**src/rtl/gpio_irq_pkg.sv**
```systemverilog
package gpio_irq_pkg;
   typedef enum logic [1:0] {
      TRIG_RISE  = 2'd0,
      TRIG_FALL  = 2'd1,
      TRIG_BOTH  = 2'd2,
      TRIG_LEVEL = 2'd3
   } trig_e;

   localparam int BUS_W  = 32;
   localparam int ADDR_W = 4;

   // word selects taken from address bits [3:2]
   localparam logic [1:0] SEL_DATA = 2'd0;
   localparam logic [1:0] SEL_DIR  = 2'd1;
   localparam logic [1:0] SEL_MASK = 2'd2;
   localparam logic [1:0] SEL_CAP  = 2'd3;
endpackage

```
**src/rtl/gpio_sync.sv**
```systemverilog
module gpio_sync #(
   parameter int W      = 8,
   parameter int STAGES = 2
) (
   input  logic         clk,
   input  logic         rst_n,
   input  logic [W-1:0] d,
   output logic [W-1:0] q
);
   initial assert (STAGES >= 2) else $error("gpio_sync: STAGES must be at least 2");

   logic [W-1:0] stg [STAGES];

   always_ff @(posedge clk or negedge rst_n) begin
      if (!rst_n) begin
         for (int i = 0; i < STAGES; i++) stg[i] <= '0;
      end else begin
         stg[0] <= d;
         for (int i = 1; i < STAGES; i++) stg[i] <= stg[i-1];
      end
   end

   assign q = stg[STAGES-1];
endmodule

```
**src/rtl/gpio_edge_cap.sv**
```systemverilog
module gpio_edge_cap
   import gpio_irq_pkg::*;
#(
   parameter int    W    = 8,
   parameter trig_e MODE = TRIG_RISE
) (
   input  logic         clk,
   input  logic         rst_n,
   input  logic [W-1:0] lvl,
   input  logic [W-1:0] clr,
   output logic [W-1:0] cap
);
   if (MODE == TRIG_LEVEL) begin : g_level
      // level mode keeps no capture state
      assign cap = '0;
   end else begin : g_edge
      logic [W-1:0] prev_q;
      logic [W-1:0] det;
      logic [W-1:0] cap_q;

      always_ff @(posedge clk or negedge rst_n) begin
         if (!rst_n) prev_q <= '0;
         else        prev_q <= lvl;
      end

      if (MODE == TRIG_RISE) begin : g_rise
         assign det = lvl & ~prev_q;
      end else if (MODE == TRIG_FALL) begin : g_fall
         assign det = ~lvl & prev_q;
      end else begin : g_both
         assign det = lvl ^ prev_q;
      end

      // set has priority over clear
      always_ff @(posedge clk or negedge rst_n) begin
         if (!rst_n) cap_q <= '0;
         else        cap_q <= (cap_q & ~clr) | det;
      end

      assign cap = cap_q;

      p_edge_wins_r10: assert property (@(posedge clk) disable iff (!rst_n)
         (|(det & clr)) |=> ((cap_q & $past(det & clr)) == $past(det & clr)));

      p_w1c_clears_r9: assert property (@(posedge clk) disable iff (!rst_n)
         (|(clr & ~det)) |=> ((cap_q & $past(clr & ~det)) == '0));

      p_w1c_keeps_r9: assert property (@(posedge clk) disable iff (!rst_n)
         1'b1 |=> ((cap_q & $past(~clr & ~det)) == ($past(cap_q) & $past(~clr & ~det))));
   end
endmodule

```
**src/rtl/gpio_regs.sv**
```systemverilog
module gpio_regs
   import gpio_irq_pkg::*;
#(
   parameter int W = 8
) (
   input  logic              clk,
   input  logic              rst_n,
   input  logic [ADDR_W-1:0] addr,
   input  logic              wr,
   input  logic [BUS_W-1:0]  wdata,
   input  logic              rd,
   input  logic [W-1:0]      lvl,
   input  logic [W-1:0]      cap,
   output logic [W-1:0]      dout_q,
   output logic [W-1:0]      dir_q,
   output logic [W-1:0]      mask_q,
   output logic [W-1:0]      clr,
   output logic [BUS_W-1:0]  rdata_q
);
   logic       aligned;
   logic [1:0] sel;
   logic       wr_hit;
   logic [BUS_W-1:0] rmux;

   assign aligned = (addr[1:0] == 2'b00);
   assign sel     = addr[3:2];
   assign wr_hit  = wr && aligned;

   assign clr = (wr_hit && sel == SEL_CAP) ? wdata[W-1:0] : '0;

   always_ff @(posedge clk or negedge rst_n) begin
      if (!rst_n) begin
         dout_q <= '0;
         dir_q  <= '0;
         mask_q <= '0;
      end else if (wr_hit) begin
         case (sel)
            SEL_DATA: dout_q <= wdata[W-1:0];
            SEL_DIR:  dir_q  <= wdata[W-1:0];
            SEL_MASK: mask_q <= wdata[W-1:0];
            default:  ;
         endcase
      end
   end

   always_comb begin
      rmux = '0;
      if (rd && aligned) begin
         case (sel)
            SEL_DATA: rmux = BUS_W'(lvl);
            SEL_DIR:  rmux = BUS_W'(dir_q);
            SEL_MASK: rmux = BUS_W'(mask_q);
            default:  rmux = BUS_W'(cap);
         endcase
      end
   end

   always_ff @(posedge clk or negedge rst_n) begin
      if (!rst_n) rdata_q <= '0;
      else        rdata_q <= rmux;
   end

   p_dir_write_r3: assert property (@(posedge clk) disable iff (!rst_n)
      (wr && addr == 4'h4) |=> (dir_q == $past(wdata[W-1:0])));

   p_misaligned_wr_r12: assert property (@(posedge clk) disable iff (!rst_n)
      (wr && addr[1:0] != 2'b00) |=> ($stable(dir_q) && $stable(mask_q) && $stable(dout_q)));

   p_misaligned_rd_r12: assert property (@(posedge clk) disable iff (!rst_n)
      (rd && addr[1:0] != 2'b00) |=> (rdata_q == '0));
endmodule

```
**src/rtl/gpio_irq_bank.sv**
```systemverilog
module gpio_irq_bank
   import gpio_irq_pkg::*;
#(
   parameter int    LINES = 8,
   parameter trig_e MODE  = TRIG_RISE
) (
   input  logic              clk,
   input  logic              rst_n,
   input  logic [3:0]        bus_addr,
   input  logic              bus_wr,
   input  logic [31:0]       bus_wdata,
   input  logic              bus_rd,
   output logic [31:0]       bus_rdata,
   input  logic [LINES-1:0]  pin_i,
   output logic [LINES-1:0]  pin_o,
   output logic [LINES-1:0]  pin_oe,
   output logic              irq
);
   initial assert (LINES >= 1 && LINES <= 32) else $error("gpio_irq_bank: LINES out of range 1..32");

   logic [LINES-1:0] lvl;
   logic [LINES-1:0] cap;
   logic [LINES-1:0] clr;
   logic [LINES-1:0] mask;
   logic [LINES-1:0] src;
   logic             irq_q;

   gpio_sync #(.W(LINES), .STAGES(2)) u_sync (
      .clk(clk), .rst_n(rst_n), .d(pin_i), .q(lvl)
   );

   gpio_edge_cap #(.W(LINES), .MODE(MODE)) u_cap (
      .clk(clk), .rst_n(rst_n), .lvl(lvl), .clr(clr), .cap(cap)
   );

   gpio_regs #(.W(LINES)) u_regs (
      .clk(clk), .rst_n(rst_n),
      .addr(bus_addr), .wr(bus_wr), .wdata(bus_wdata), .rd(bus_rd),
      .lvl(lvl), .cap(cap),
      .dout_q(pin_o), .dir_q(pin_oe), .mask_q(mask),
      .clr(clr), .rdata_q(bus_rdata)
   );

   if (MODE == TRIG_LEVEL) begin : g_src_level
      assign src = lvl;
   end else begin : g_src_edge
      assign src = cap;
   end

   always_ff @(posedge clk or negedge rst_n) begin
      if (!rst_n) irq_q <= 1'b0;
      else        irq_q <= |(src & mask);
   end

   assign irq = irq_q;

   p_irq_quiet_r11: assert property (@(posedge clk) disable iff (!rst_n)
      ((src & mask) == '0) |=> !irq);

   p_irq_raise_r11: assert property (@(posedge clk) disable iff (!rst_n)
      (|(src & mask)) |=> irq);
endmodule

```
**config.mk**
```make
export PLATFORM = sky130hd
export DESIGN_NAME = gpio_irq_bank
export DESIGN_NICKNAME = d
export VERILOG_FILES = /design/src/rtl/gpio_irq_pkg.sv /design/src/rtl/gpio_sync.sv /design/src/rtl/gpio_edge_cap.sv /design/src/rtl/gpio_regs.sv /design/src/rtl/gpio_irq_bank.sv
export SDC_FILE = /design/constraint.sdc
export NUM_CORES = 1
export LEC_CHECK = 0
export ABC_CLOCK_PERIOD_IN_PS = 1800
export BUFFER_PORTS_ARGS = -buffer_cell sky130_fd_sc_hd__buf_2
export CAP_MARGIN = 0
export CORE_MARGIN = 8
export CORE_UTILIZATION = 49
export CTS_CLUSTER_DIAMETER = 100
export DETAILED_ROUTE_END_ITERATION = 8
export GPL_ROUTABILITY_DRIVEN = 0
export PLACE_DENSITY = 0.82
export SETUP_SLACK_MARGIN = 0.2
export SLEW_MARGIN = 20
export SYNTH_ARGS = -nofsm -noshare
export SYNTH_HDL_FRONTEND = slang
export SYNTH_SLANG_ARGS = --single-unit
```
**constraint.sdc**
```tcl
create_clock -name clk -period 1.8 [get_ports clk]
set_clock_uncertainty 0.2 [all_clocks]
set_input_delay 0.09 -clock clk [delete_from_list [all_inputs] [get_ports clk]]
set_output_delay 0.09 -clock clk [all_outputs]
set_load 0.01 [all_outputs]
```
==> results_dict.tcl <==
set metrics [dict create \
    status "complete, no violations" \
    worst_pin_slew_ns 0.568 \
    rsz0062_at_grt "false" \
    syn_avg_cell_area_um2 14.8 \
    ant_nets 0 \
    syn_inst 177 \
    synthTopCellsByArea "dfrtp_1, mux2_2, buf_4" \
    synthSimpleGateAreaFrac_pct 6.76 \
    drt-vias-per-instance 4.80 \
    numCtsBuffers 9 \
    hold-path-endpoint "u_regs.rdata_q[2]" \
    wl_um 5230 \
    cts_resized 0 \
    cts-root-buf "clkbuf_8" \
    num_vias 1555 \
    ys_types 20 \
    synth_area_mm2 0.00263 \
    io_pins 97 \
    fin_crit_sh_pct 76.5 \
    min_path_cells 4 \
    grt_pass1_vias 1661 \
    clk_pin_slew_ns 0.06 \
    grt_pass1_wl_um 8220 \
    clock_sinks 65 \
    synth_top_family_by_area "multiplexers" \
    endpoint_kind "register" \
    slowest_delay_ns 0.46 \
    drcViolationCount 0 \
    drv_cap 0 \
    cpLargestDelayFamily "multiplexers" \
    path_cells "mux4_2, and3_1" \
    cp_max_fo 3 \
    synth-xor-area-share_pct 0 \
    drv_slew 0 \
    wl_per_cell_um 16.1 \
    fillers 395 \
    synth.top_cell.area_share_pct 61.9 \
    critPathLaunchType "register" \
    portBuffers 48 \
    timing.slew.headroom_pct 62.1 \
    drtPass1Iterations 4 \
    fp.dieW_um 89.2 \
    yosysSeqAreaShare_pct 61.9 \
    syn_to_final_growth_pct 22.2 \
    final_nets 301 \
    grt_max_degree 66 \
    die_y_um 89.2 \
    fmax_mhz 726 \
    dieArea_mm2 0.00796 \
    cellLeakagePower_nw 1.58 \
    p_per_area_mw_per_mm2 1020 \
    synth_compound_area_share_pct 4.19 \
    dr.first_iter.drc_count 105 \
    core_mm2 0.00514 \
    ys_ff_latch 65 \
    start_util_pct 51.1 \
    yosys_warnings 0 \
    cp_num_buf_inv 0 \
    overflow 0 \
    finalPower_mw 3.28 \
    period_needed_ns 1.38 \
    drive_gt1_share_pct 39.4 \
    antenna_found_initial 0 \
    hp-class "input port to register" \
    grt_use_total_pct 14.4 \
    cp.required_ns 1.82 \
    layout_common_cells "dfrtp_1, buf_2, conb_1" \
    synthAdderAreaFrac_pct 0 \
    slowest_stage "mux4_2" \
    cp.arrival_ns 1.40 \
    htreeDepth 3 \
    finalSetupTns_ns 0 \
    hold_start "bus_addr[0]" \
    vdd_drop_max_uv 810 \
    r2r_start "u_cap.cap[4]" \
    reg2reg_to "u_regs.rdata_q[4]" \
    worstSetupPathType "register to register" \
    clockBufferDepth 2 \
    rows 26 \
    antenna_cells 0 \
    r2r_cells 2 \
    reg2reg_slack_ns 0.42 \
    cts_tree "built" \
    finalHoldViolCount 0 \
    synth_top_area_cell "dfrtp_1" \
    clock_latency_ns 0.33 \
    layout_commonest_cell "dfrtp_1" \
    hpwlAfterDp_um 3540 \
    finish.utilization_pct 62.5 \
    setup_viol 0 \
    synthMuxAreaShare_pct 17.1 \
]
[cell type report]
type,instances,area (µm²),area share [%]
multi-input combinational,98,828,25.8
tap,70,87.6,2.73
clock inverter,1,5.00,0.156
sequential,65,1630,50.6
inverter,8,30.0,0.935
clock buffer,11,151,4.71
timing repair buffer,71,483,15.0
[per-stage QoR]
stage	cells	hold slack, ns	setup WS (ns)	cell area [µm²]
6_report	324	0.0582	0.422	3210
5_1_grt	324	0.0430	0.395	3210
4_1_cts	324	0.0412	0.428	3210
3_5_place_dp	294	-0.0723	0.133	2880
3_3_place_gp	294	-0.0756	0.152	2880
2_1_floorplan	200	-0.406	0.459	2710
[cell usage after synthesis]
cell type	instances
a22oi_1	4
and3_1	8
buf_2	1
buf_4	25
buf_6	2
clkbuf_8	1
conb_1	1
dfrtp_1	65
inv_1	8
mux2_1	1
mux2_2	23
mux4_2	8
nand2_1	8
nand4_1	1
nand4b_4	1
nand4bb_1	1
nor2_4	1
nor2_8	1
nor4bb_4	1
o21ai_0	16
[power by group]
group          internal (mW)  total [mW]  leakage (nW)  switching (mW)
sequential              1.63        1.73         0.765           0.101
clock                  0.541        1.02        0.0830           0.478
combinational          0.284       0.530         0.731           0.246
total                   2.46        3.28          1.58           0.825
[cells by family (layout without fill, tap and decap cells)]
family                 after synthesis  in the layout
other                                1             24
flip-flops                          65             65
AND/OR/NAND/NOR                     22             22
buffers and inverters               37             91
multiplexers                        32             32
AO/OA/AOI/OAI                       20             20
[flip-flops by register name, summed over array words and instances (netlist names)]
signal	flops
irq	1
u_cap.cap	8
u_cap.g_edge.prev_q	8
u_regs.dir_q	8
u_regs.dout_q	8
u_regs.mask_q	8
u_regs.rdata_q	8
u_sync.q	8
u_sync.stg	8
[worst reg2reg max path: stages (launching register included)]
cell     delay, ns
dfrtp_1       0.39
mux4_2        0.46
and3_1        0.21
[how the worst max path moves through the flow]
stage | startpoint | endpoint | slack (ns) | cells past startpoint
2_1_floorplan | u_regs.dir_q[6] | u_regs.rdata_q[6] | 0.46 | 2
3_3_place_gp | bus_addr[2] | u_regs.rdata_q[4] | 0.15 | 3
3_5_place_dp | bus_addr[2] | u_regs.rdata_q[7] | 0.13 | 3
4_1_cts | u_sync.q[7] | u_regs.rdata_q[7] | 0.43 | 2
5_1_grt | u_sync.q[7] | u_regs.rdata_q[7] | 0.40 | 2
6_report | u_cap.cap[4] | u_regs.rdata_q[4] | 0.42 | 2
[layer usage]
metal	up-vias	GRT usage (%)	wire length, µm
li1	715	-	-
met3	8	6.53	480
met4	0	6.34	80
met5	-	0	0
met1	777	17.2	2150
met2	55	21.9	2520
[repair_timing]
| item | CTS | global route |
|---|---|---|
| setup buffers | 0 | 0 |
| hold buffers | 18 | 0 |
| endpoints found under the hold margin | 113 | 0 |
| setup endpoints to repair | 0 | 0 |
Note: power is estimated with default switching activity, not from simulation.
